--- config.mk ---
export PLATFORM = sky130hd
export DESIGN_NAME = xport_ctrl
export DESIGN_NICKNAME = d
export VERILOG_FILES = /design/src/rtl/xport_pkg.sv /design/src/rtl/xport_bus_sync.sv /design/src/rtl/xport_dev_gate.sv /design/src/rtl/xport_pos_counter.sv /design/src/rtl/xport_ctrl.sv
export SDC_FILE = /design/constraint.sdc
export NUM_CORES = 1
export LEC_CHECK = 0
export BUFFER_PORTS_ARGS = -buffer_cell sky130_fd_sc_hd__buf_2
export CAP_MARGIN = 20
export CORE_ASPECT_RATIO = 0.7
export CORE_MARGIN = 8
export CORE_UTILIZATION = 45
export CTS_CLUSTER_SIZE = 25
export DETAILED_ROUTE_END_ITERATION = 16
export HOLD_SLACK_MARGIN = 0.02
export PLACE_DENSITY = 0.74
export SLEW_MARGIN = 20
export SYNTH_ARGS = -nofsm -noshare
export SYNTH_HDL_FRONTEND = slang
export SYNTH_HIERARCHICAL = 1
export SYNTH_SLANG_ARGS = --single-unit
--- constraint.sdc ---
create_clock -name clk -period 1.51 [get_ports clk]
set_clock_uncertainty 0.15 [all_clocks]
set_input_delay 0.0755 -clock clk [delete_from_list [all_inputs] [get_ports clk]]
set_output_delay 0.0755 -clock clk [all_outputs]
set_load 0.01 [all_outputs]
--- src/rtl/xport_pkg.sv ---
package xport_pkg;
  localparam int NDEV     = 2;
  localparam int DEV_PLAY = 0;
  localparam int DEV_CAP  = 1;

  // Mode encoding as {master, slave}
  typedef enum logic [1:0] {
    MODE_AUTO   = 2'b00,
    MODE_SLAVE  = 2'b01,
    MODE_MASTER = 2'b10,
    MODE_BOTH   = 2'b11
  } xport_mode_e;
endpackage

--- src/rtl/xport_bus_sync.sv ---
module xport_bus_sync #(
  parameter int STAGES = 2
) (
  input  logic clk,
  input  logic rst_n,
  input  logic async_i,
  output logic sync_o
);
  logic [STAGES-1:0] chain_q;
  logic [STAGES-1:0] chain_d;

  always_comb begin
    chain_d = {chain_q[STAGES-2:0], async_i};
  end

  always_ff @(posedge clk or negedge rst_n) begin
    if (!rst_n) chain_q <= '0;
    else        chain_q <= chain_d;
  end

  assign sync_o = chain_q[STAGES-1];
endmodule

--- src/rtl/xport_dev_gate.sv ---
module xport_dev_gate
  import xport_pkg::*;
(
  input  logic enable_i,
  input  logic run_i,
  input  logic master_i,
  input  logic slave_i,
  input  logic bus_start_sync_i,
  output logic running_o,
  output logic drive_bus_o
);
  xport_mode_e mode;
  logic        start_cond;

  always_comb begin
    mode = xport_mode_e'({master_i, slave_i});
    unique case (mode)
      MODE_AUTO:   start_cond = run_i;
      MODE_SLAVE:  start_cond = bus_start_sync_i;
      MODE_MASTER: start_cond = 1'b0;
      MODE_BOTH:   start_cond = run_i | bus_start_sync_i;
      default:     start_cond = 1'b0;
    endcase
  end

  assign running_o   = enable_i & start_cond;
  assign drive_bus_o = master_i & run_i;
endmodule

--- src/rtl/xport_pos_counter.sv ---
module xport_pos_counter #(
  parameter int CNT_W = 12
) (
  input  logic             clk,
  input  logic             rst_n,
  input  logic             clr_i,
  input  logic             running_i,
  input  logic             tick_i,
  output logic [CNT_W-1:0] cnt_o
);
  logic [CNT_W-1:0] cnt_q;
  logic [CNT_W-1:0] cnt_d;
  logic             cnt_en;

  always_comb begin
    cnt_en = clr_i | (running_i & tick_i);
    if (clr_i) cnt_d = '0;
    else       cnt_d = cnt_q + 1'b1;
  end

  always_ff @(posedge clk or negedge rst_n) begin
    if (!rst_n)      cnt_q <= '0;
    else if (cnt_en) cnt_q <= cnt_d;
  end

  assign cnt_o = cnt_q;

  // clear forces zero on the next edge
  a_r10_clear_zero: assert property (@(posedge clk) disable iff (!rst_n)
    clr_i |=> (cnt_q == '0));
  // one step per strobe while running, modulo 2^CNT_W
  a_r8_step_wrap: assert property (@(posedge clk) disable iff (!rst_n)
    (!clr_i && running_i && tick_i) |=> (cnt_q == CNT_W'($past(cnt_q) + 1'b1)));
  // no strobe-while-running and no clear means hold
  a_r2_hold: assert property (@(posedge clk) disable iff (!rst_n)
    (!clr_i && !(running_i && tick_i)) |=> $stable(cnt_q));
endmodule

--- src/rtl/xport_ctrl.sv ---
module xport_ctrl
  import xport_pkg::*;
#(
  parameter int CNT_W       = 12,
  parameter int DROP_BITS   = 2,
  parameter int SYNC_STAGES = 2,
  localparam int VIEW_W     = CNT_W - DROP_BITS
) (
  input  logic                  clk,
  input  logic                  rst_n,
  input  logic [NDEV-1:0]       dev_enable,
  input  logic [NDEV-1:0]       dev_run,
  input  logic [NDEV-1:0]       dev_cnt_clr,
  input  logic [NDEV-1:0]       dev_master,
  input  logic [NDEV-1:0]       dev_slave,
  input  logic [NDEV-1:0]       sample_tick,
  input  logic                  bus_start_i,
  output logic                  bus_start_o,
  output logic [NDEV-1:0]       dev_running,
  output logic [NDEV*VIEW_W-1:0] pos_view
);
  logic                bus_sync;
  logic [NDEV-1:0]     drive_bus;
  logic [CNT_W-1:0]    cnt [NDEV];

  xport_bus_sync #(.STAGES(SYNC_STAGES)) u_sync (
    .clk     (clk),
    .rst_n   (rst_n),
    .async_i (bus_start_i),
    .sync_o  (bus_sync)
  );

  for (genvar d = 0; d < NDEV; d++) begin : g_dev
    xport_dev_gate u_gate (
      .enable_i         (dev_enable[d]),
      .run_i            (dev_run[d]),
      .master_i         (dev_master[d]),
      .slave_i          (dev_slave[d]),
      .bus_start_sync_i (bus_sync),
      .running_o        (dev_running[d]),
      .drive_bus_o      (drive_bus[d])
    );

    xport_pos_counter #(.CNT_W(CNT_W)) u_cnt (
      .clk       (clk),
      .rst_n     (rst_n),
      .clr_i     (dev_cnt_clr[d]),
      .running_i (dev_running[d]),
      .tick_i    (sample_tick[d]),
      .cnt_o     (cnt[d])
    );

    assign pos_view[d*VIEW_W +: VIEW_W] = cnt[d][CNT_W-1:DROP_BITS];

    // disabled device never runs
    a_r3_disable_stops: assert property (@(posedge clk) disable iff (!rst_n)
      !dev_enable[d] |-> !dev_running[d]);
    // slave-only device waits for the synchronised bus start
    a_r4_slave_waits: assert property (@(posedge clk) disable iff (!rst_n)
      (dev_slave[d] && !dev_master[d] && !bus_sync) |-> !dev_running[d]);
    // master with run drives the bus line
    a_r5_master_drives: assert property (@(posedge clk) disable iff (!rst_n)
      (dev_master[d] && dev_run[d]) |-> bus_start_o);
  end

  assign bus_start_o = |drive_bus;
endmodule

==> results_tabular.tex <==
\begin{tabular}{lr}
\hline
Metric & Value \\
\hline
\multicolumn{2}{l}{\textbf{Routing}} \\
Vias per std cell & 5.234 \\
Count of antenna-violating nets left after detailed routing & 0 \\
Final routed wirelength across all metal layers & 3407 um \\
1st-iter DRT viols & 69 \\
First-pass detailed-route iteration total & 4 \\
Overall via count from detail\_route & 1162 \\
DR DRC count & 0 \\
Routed wirelength normalized by instance count & 15.35 um \\
\multicolumn{2}{l}{\textbf{Setup path}} \\
Endpoint kind of the worst setup timing path & flop \\
Nature of the critical path startpoint & flop \\
Path type of the worst setup path & flop to flop \\
Critical Path Fanout Max & 3 \\
Critical path startpoint & u\_sync/chain\_q[1]\$\_DFF\_PN0\_ \\
Source of the worst register-to-register timing path & u\_sync/chain\_q[1]\$\_DFF\_PN0\_ \\
Arrival time of the worst setup path & 1.75 ns \\
Data required time of the critical path & 1.58 ns \\
\multicolumn{2}{l}{\textbf{Synth}} \\
Post-synth net total & 142 \\
Top cells by area, synth & sky130\_fd\_sc\_hd\_\_dfrtp\_1 51\%, sky130\_fd\_sc\_hd\_\_xor2\_1 14\%, sky130\_fd\_sc\_hd\_\_nor2\_1 5.9\%, sky130\_fd\_sc\_hd\_\_nand3\_1 3.9\%, sky130\_fd\_sc\_hd\_\_nand4\_1 3.9\% \\
Post-synthesis sequential element count & 26 \\
Number of instances in the synthesized netlist & 125 \\
Sequential cell area fraction in the yosys report & 0.5103 \\
Warnings, synthesis & 6 \\
Mean instance size in the synthesized netlist & 10.20 um\^{}2 \\
Dominant cell type by area after synthesis & sky130\_fd\_sc\_hd\_\_dfrtp\_1 \\
Combined area of all synthesized cells & 0.001275 mm\^{}2 \\
Post-synthesis cell type count & 19 \\
Area share of the largest cell type after synthesis & 0.5103 \\
\multicolumn{2}{l}{\textbf{Cells and area}} \\
Number of antenna diodes & 0 \\
Leading cell type in the layout, fill and taps excluded & sky130\_fd\_sc\_hd\_\_buf\_2 \\
Share of final-layout standard cells stronger than drive strength 1 & 0.4355 \\
Synth-to-Final Area Change & 45.34\% \\
Non-filler instance count after layout & 222 \\
Net total in the final layout & 204 \\
Commonest cells after routing, fill and taps aside & 35 x sky130\_fd\_sc\_hd\_\_buf\_2, 26 x sky130\_fd\_sc\_hd\_\_dfrtp\_1, 20 x sky130\_fd\_sc\_hd\_\_xor2\_1, 20 x sky130\_fd\_sc\_hd\_\_nor2\_1, 15 x sky130\_fd\_sc\_hd\_\_buf\_4 \\
\multicolumn{2}{l}{\textbf{Pwr}} \\
Part of the power in combinational logic & 0.087 \\
Net switching power of the design & 291.0 uW \\
Power share of the sequential group & 0.504 \\
Cell internal power dissipation & 1115 uW \\
Power per standard cell area & 759.0 mW/mm\^{}2 \\
Switching fraction of total power & 0.2069 \\
Maximum resistive drop on vdd & 0.0008337 V \\
Total power consumption of the routed design & 1406 uW \\
Static Leak & 0.0009195 uW \\
Fraction of power consumed by the clock network & 0.409 \\
\multicolumn{2}{l}{\textbf{Floorplanning}} \\
Area enclosed by the die boundary & 0.004820 mm\^{}2 \\
I/O pin count & 38 \\
Die boundary height & 60.54 um \\
Die Width & 79.62 um \\
Number of rows created at floorplan & 16 \\
Core region area & 0.002743 mm\^{}2 \\
Initial core utilization & 0.4649 \\
\multicolumn{2}{l}{\textbf{Outcome}} \\
Violations in the final reports & setup timing \\
Status & complete, but fails checks \\
\multicolumn{2}{l}{\textbf{Clock network}} \\
TritonCTS clock tree & done \\
Number of levels in the clock H-tree & 1 \\
Maximum buffer depth of the clock tree & 2 \\
Clock sink count & 26 \\
Clock-pin slew reported for the worst setup and hold paths after clock tree synthesis & 0.09 ns \\
TritonCTS Buffers & 3 \\
Clock latency on the worst-skew pair & 0.27 ns \\
Buffer type at the clock tree root & sky130\_fd\_sc\_hd\_\_clkbuf\_8 \\
\multicolumn{2}{l}{\textbf{Global route}} \\
Remaining global-route overflow & 0 \\
Overall global routing resource usage & 0.1434 \\
Global-route wire length before repair & 5547 um \\
Pin count of the biggest net entering global routing & 27 \\
Initial antenna violation count & 0 \\
Number of global-route vias before repair & 1209 \\
\multicolumn{2}{l}{\textbf{STA}} \\
Unrepaired setup endpoints after global routing & true \\
Actual slew at the worst max-slew pin & 0.6083 ns \\
Achievable frequency & 0.5948 GHz \\
Final Max Tran Viols & 0 \\
Final-report hold violation count & 0 \\
Final worst hold slack & 0.1966 ns \\
Period minus WS final & 1.681 ns \\
Final Worst Setup Slack & -0.1713 ns \\
Worst-case headroom to the max-slew limit & 0.5945 \\
Tcrit/Tclk final & 1.113 \\
Final count of negative-setup-slack endpoints & 14 \\
Setup Total Neg Slack & -1.146 ns \\
\multicolumn{2}{l}{\textbf{Hold path}} \\
Type of the tightest min-delay check & input pin to async pin \\
\multicolumn{2}{l}{\textbf{Flow run}} \\
MaxCap Viol Count & 0 \\
\multicolumn{2}{l}{\textbf{Place}} \\
IO buf count & 37 \\
Post-placement cell count & 209 \\
Detailed placement HPWL & 2380 um \\
Routability-driven placement congestion ratio & 0.8594 \\
\hline
\end{tabular}
[critical path, cell delays in order (launching register included)]
cell and delay [ns]:
sky130_fd_sc_hd__dfrtp_1 0.36, sky130_fd_sc_hd__nand2b_4 0.12, sky130_fd_sc_hd__o221a_4 0.18, sky130_fd_sc_hd__and4_4 0.24
sky130_fd_sc_hd__nand3_2 0.08, sky130_fd_sc_hd__or4_1 0.42, sky130_fd_sc_hd__nand2_1 0.08
[cell usage after synthesis (all sizes together)]
cell type,n
and4,6
or2,1
nor2,20
nand2,10
nor2b,4
ha,2
clkbuf,2
nand3,12
nand4,8
nand2b,2
and2,4
o221a,2
dfrtp,26
o21ai,2
or4,2
a21oi,2
xor2,20
[state kept, by name, indices dropped and copies added (netlist names)]
register	count
g_dev.u_cnt/cnt_o	24
u_sync/chain_q	2
[final cells by class]
class                           count  area (um^2)
Sequential cell                    26        650.6
Multi-Input combinational cell     97        704.4
Clock buffer                        3        41.29
Timing Repair Buffer               59        381.6
Clock inverter                      1        30.03
Tap cell                           36        45.04
Fill cell                         195        889.6
[metrics by stage]
step	area, um^2	worst slack (ns)	utilization
after floorplan	1297	-0.1125	-
after global placement	1618	-0.09486	0.5899
after detailed placement	1618	-0.1557	0.5899
after CTS	1808	-0.1427	0.6592
after global routing	1853	-0.2135	0.6756
final	1853	-0.1713	0.6756
[repair_timing]
item                                   4_1_cts  5_1_grt
gates cloned                                 0        0
buffers inserted                             2        1
hold buffers                                 6        0
endpoints found under the hold margin       49        0
pin swaps                                   16       21
resized for setup                           10       11
setup endpoints to repair                   18       23
[power by group through the flow]
stage	clock network, uW	logic, uW	registers [uW]
final	576	122	709
after detailed placement	0	97.3	722
after CTS	582	120	709
after global routing	604	135	710
after global placement	0	93.5	721
after floorplan	0	39.8	721
[routing by layer]
metal,GRT usage,share of wire,vias to the layer above
li1,-,-,559
met3,0.05325,0.061,6
met2,0.2373,0.46,33
met5,0,0,-
met4,0.03412,0.018,0
met1,0.1737,0.46,564
[worst paths after layout]
check | slack (ns) | end | cells past startpoint
max | -0.17 | g_dev[1].u_cnt/cnt_o[11]$_DFFE_PN0P_ | 6
min | 0.20 | g_dev[0].u_cnt/cnt_o[11]$_DFFE_PN0P_ | 2
max reg2reg | -0.17 | g_dev[1].u_cnt/cnt_o[11]$_DFFE_PN0P_ | 6
min reg2reg | 0.23 | u_sync/chain_q[1]$_DFF_PN0_ | 0
max in group asynchronous | 0.61 | g_dev[0].u_cnt/cnt_o[9]$_DFFE_PN0P_ | 2
min in group clk | 0.20 | g_dev[1].u_cnt/cnt_o[1]$_DFFE_PN0P_ | 5
[kinds of logic after synthesis]
family                     share of synthesized area
and+or+nand+nor                               0.2934
DFF                                           0.5103
AOI/OAI and AO/OA                            0.03337
buffers and inverters                       0.005890
xor gates and xnor gates                      0.1374
adders and majority gates                    0.01962
No activity file was read; power rests on OpenSTA's default activity.
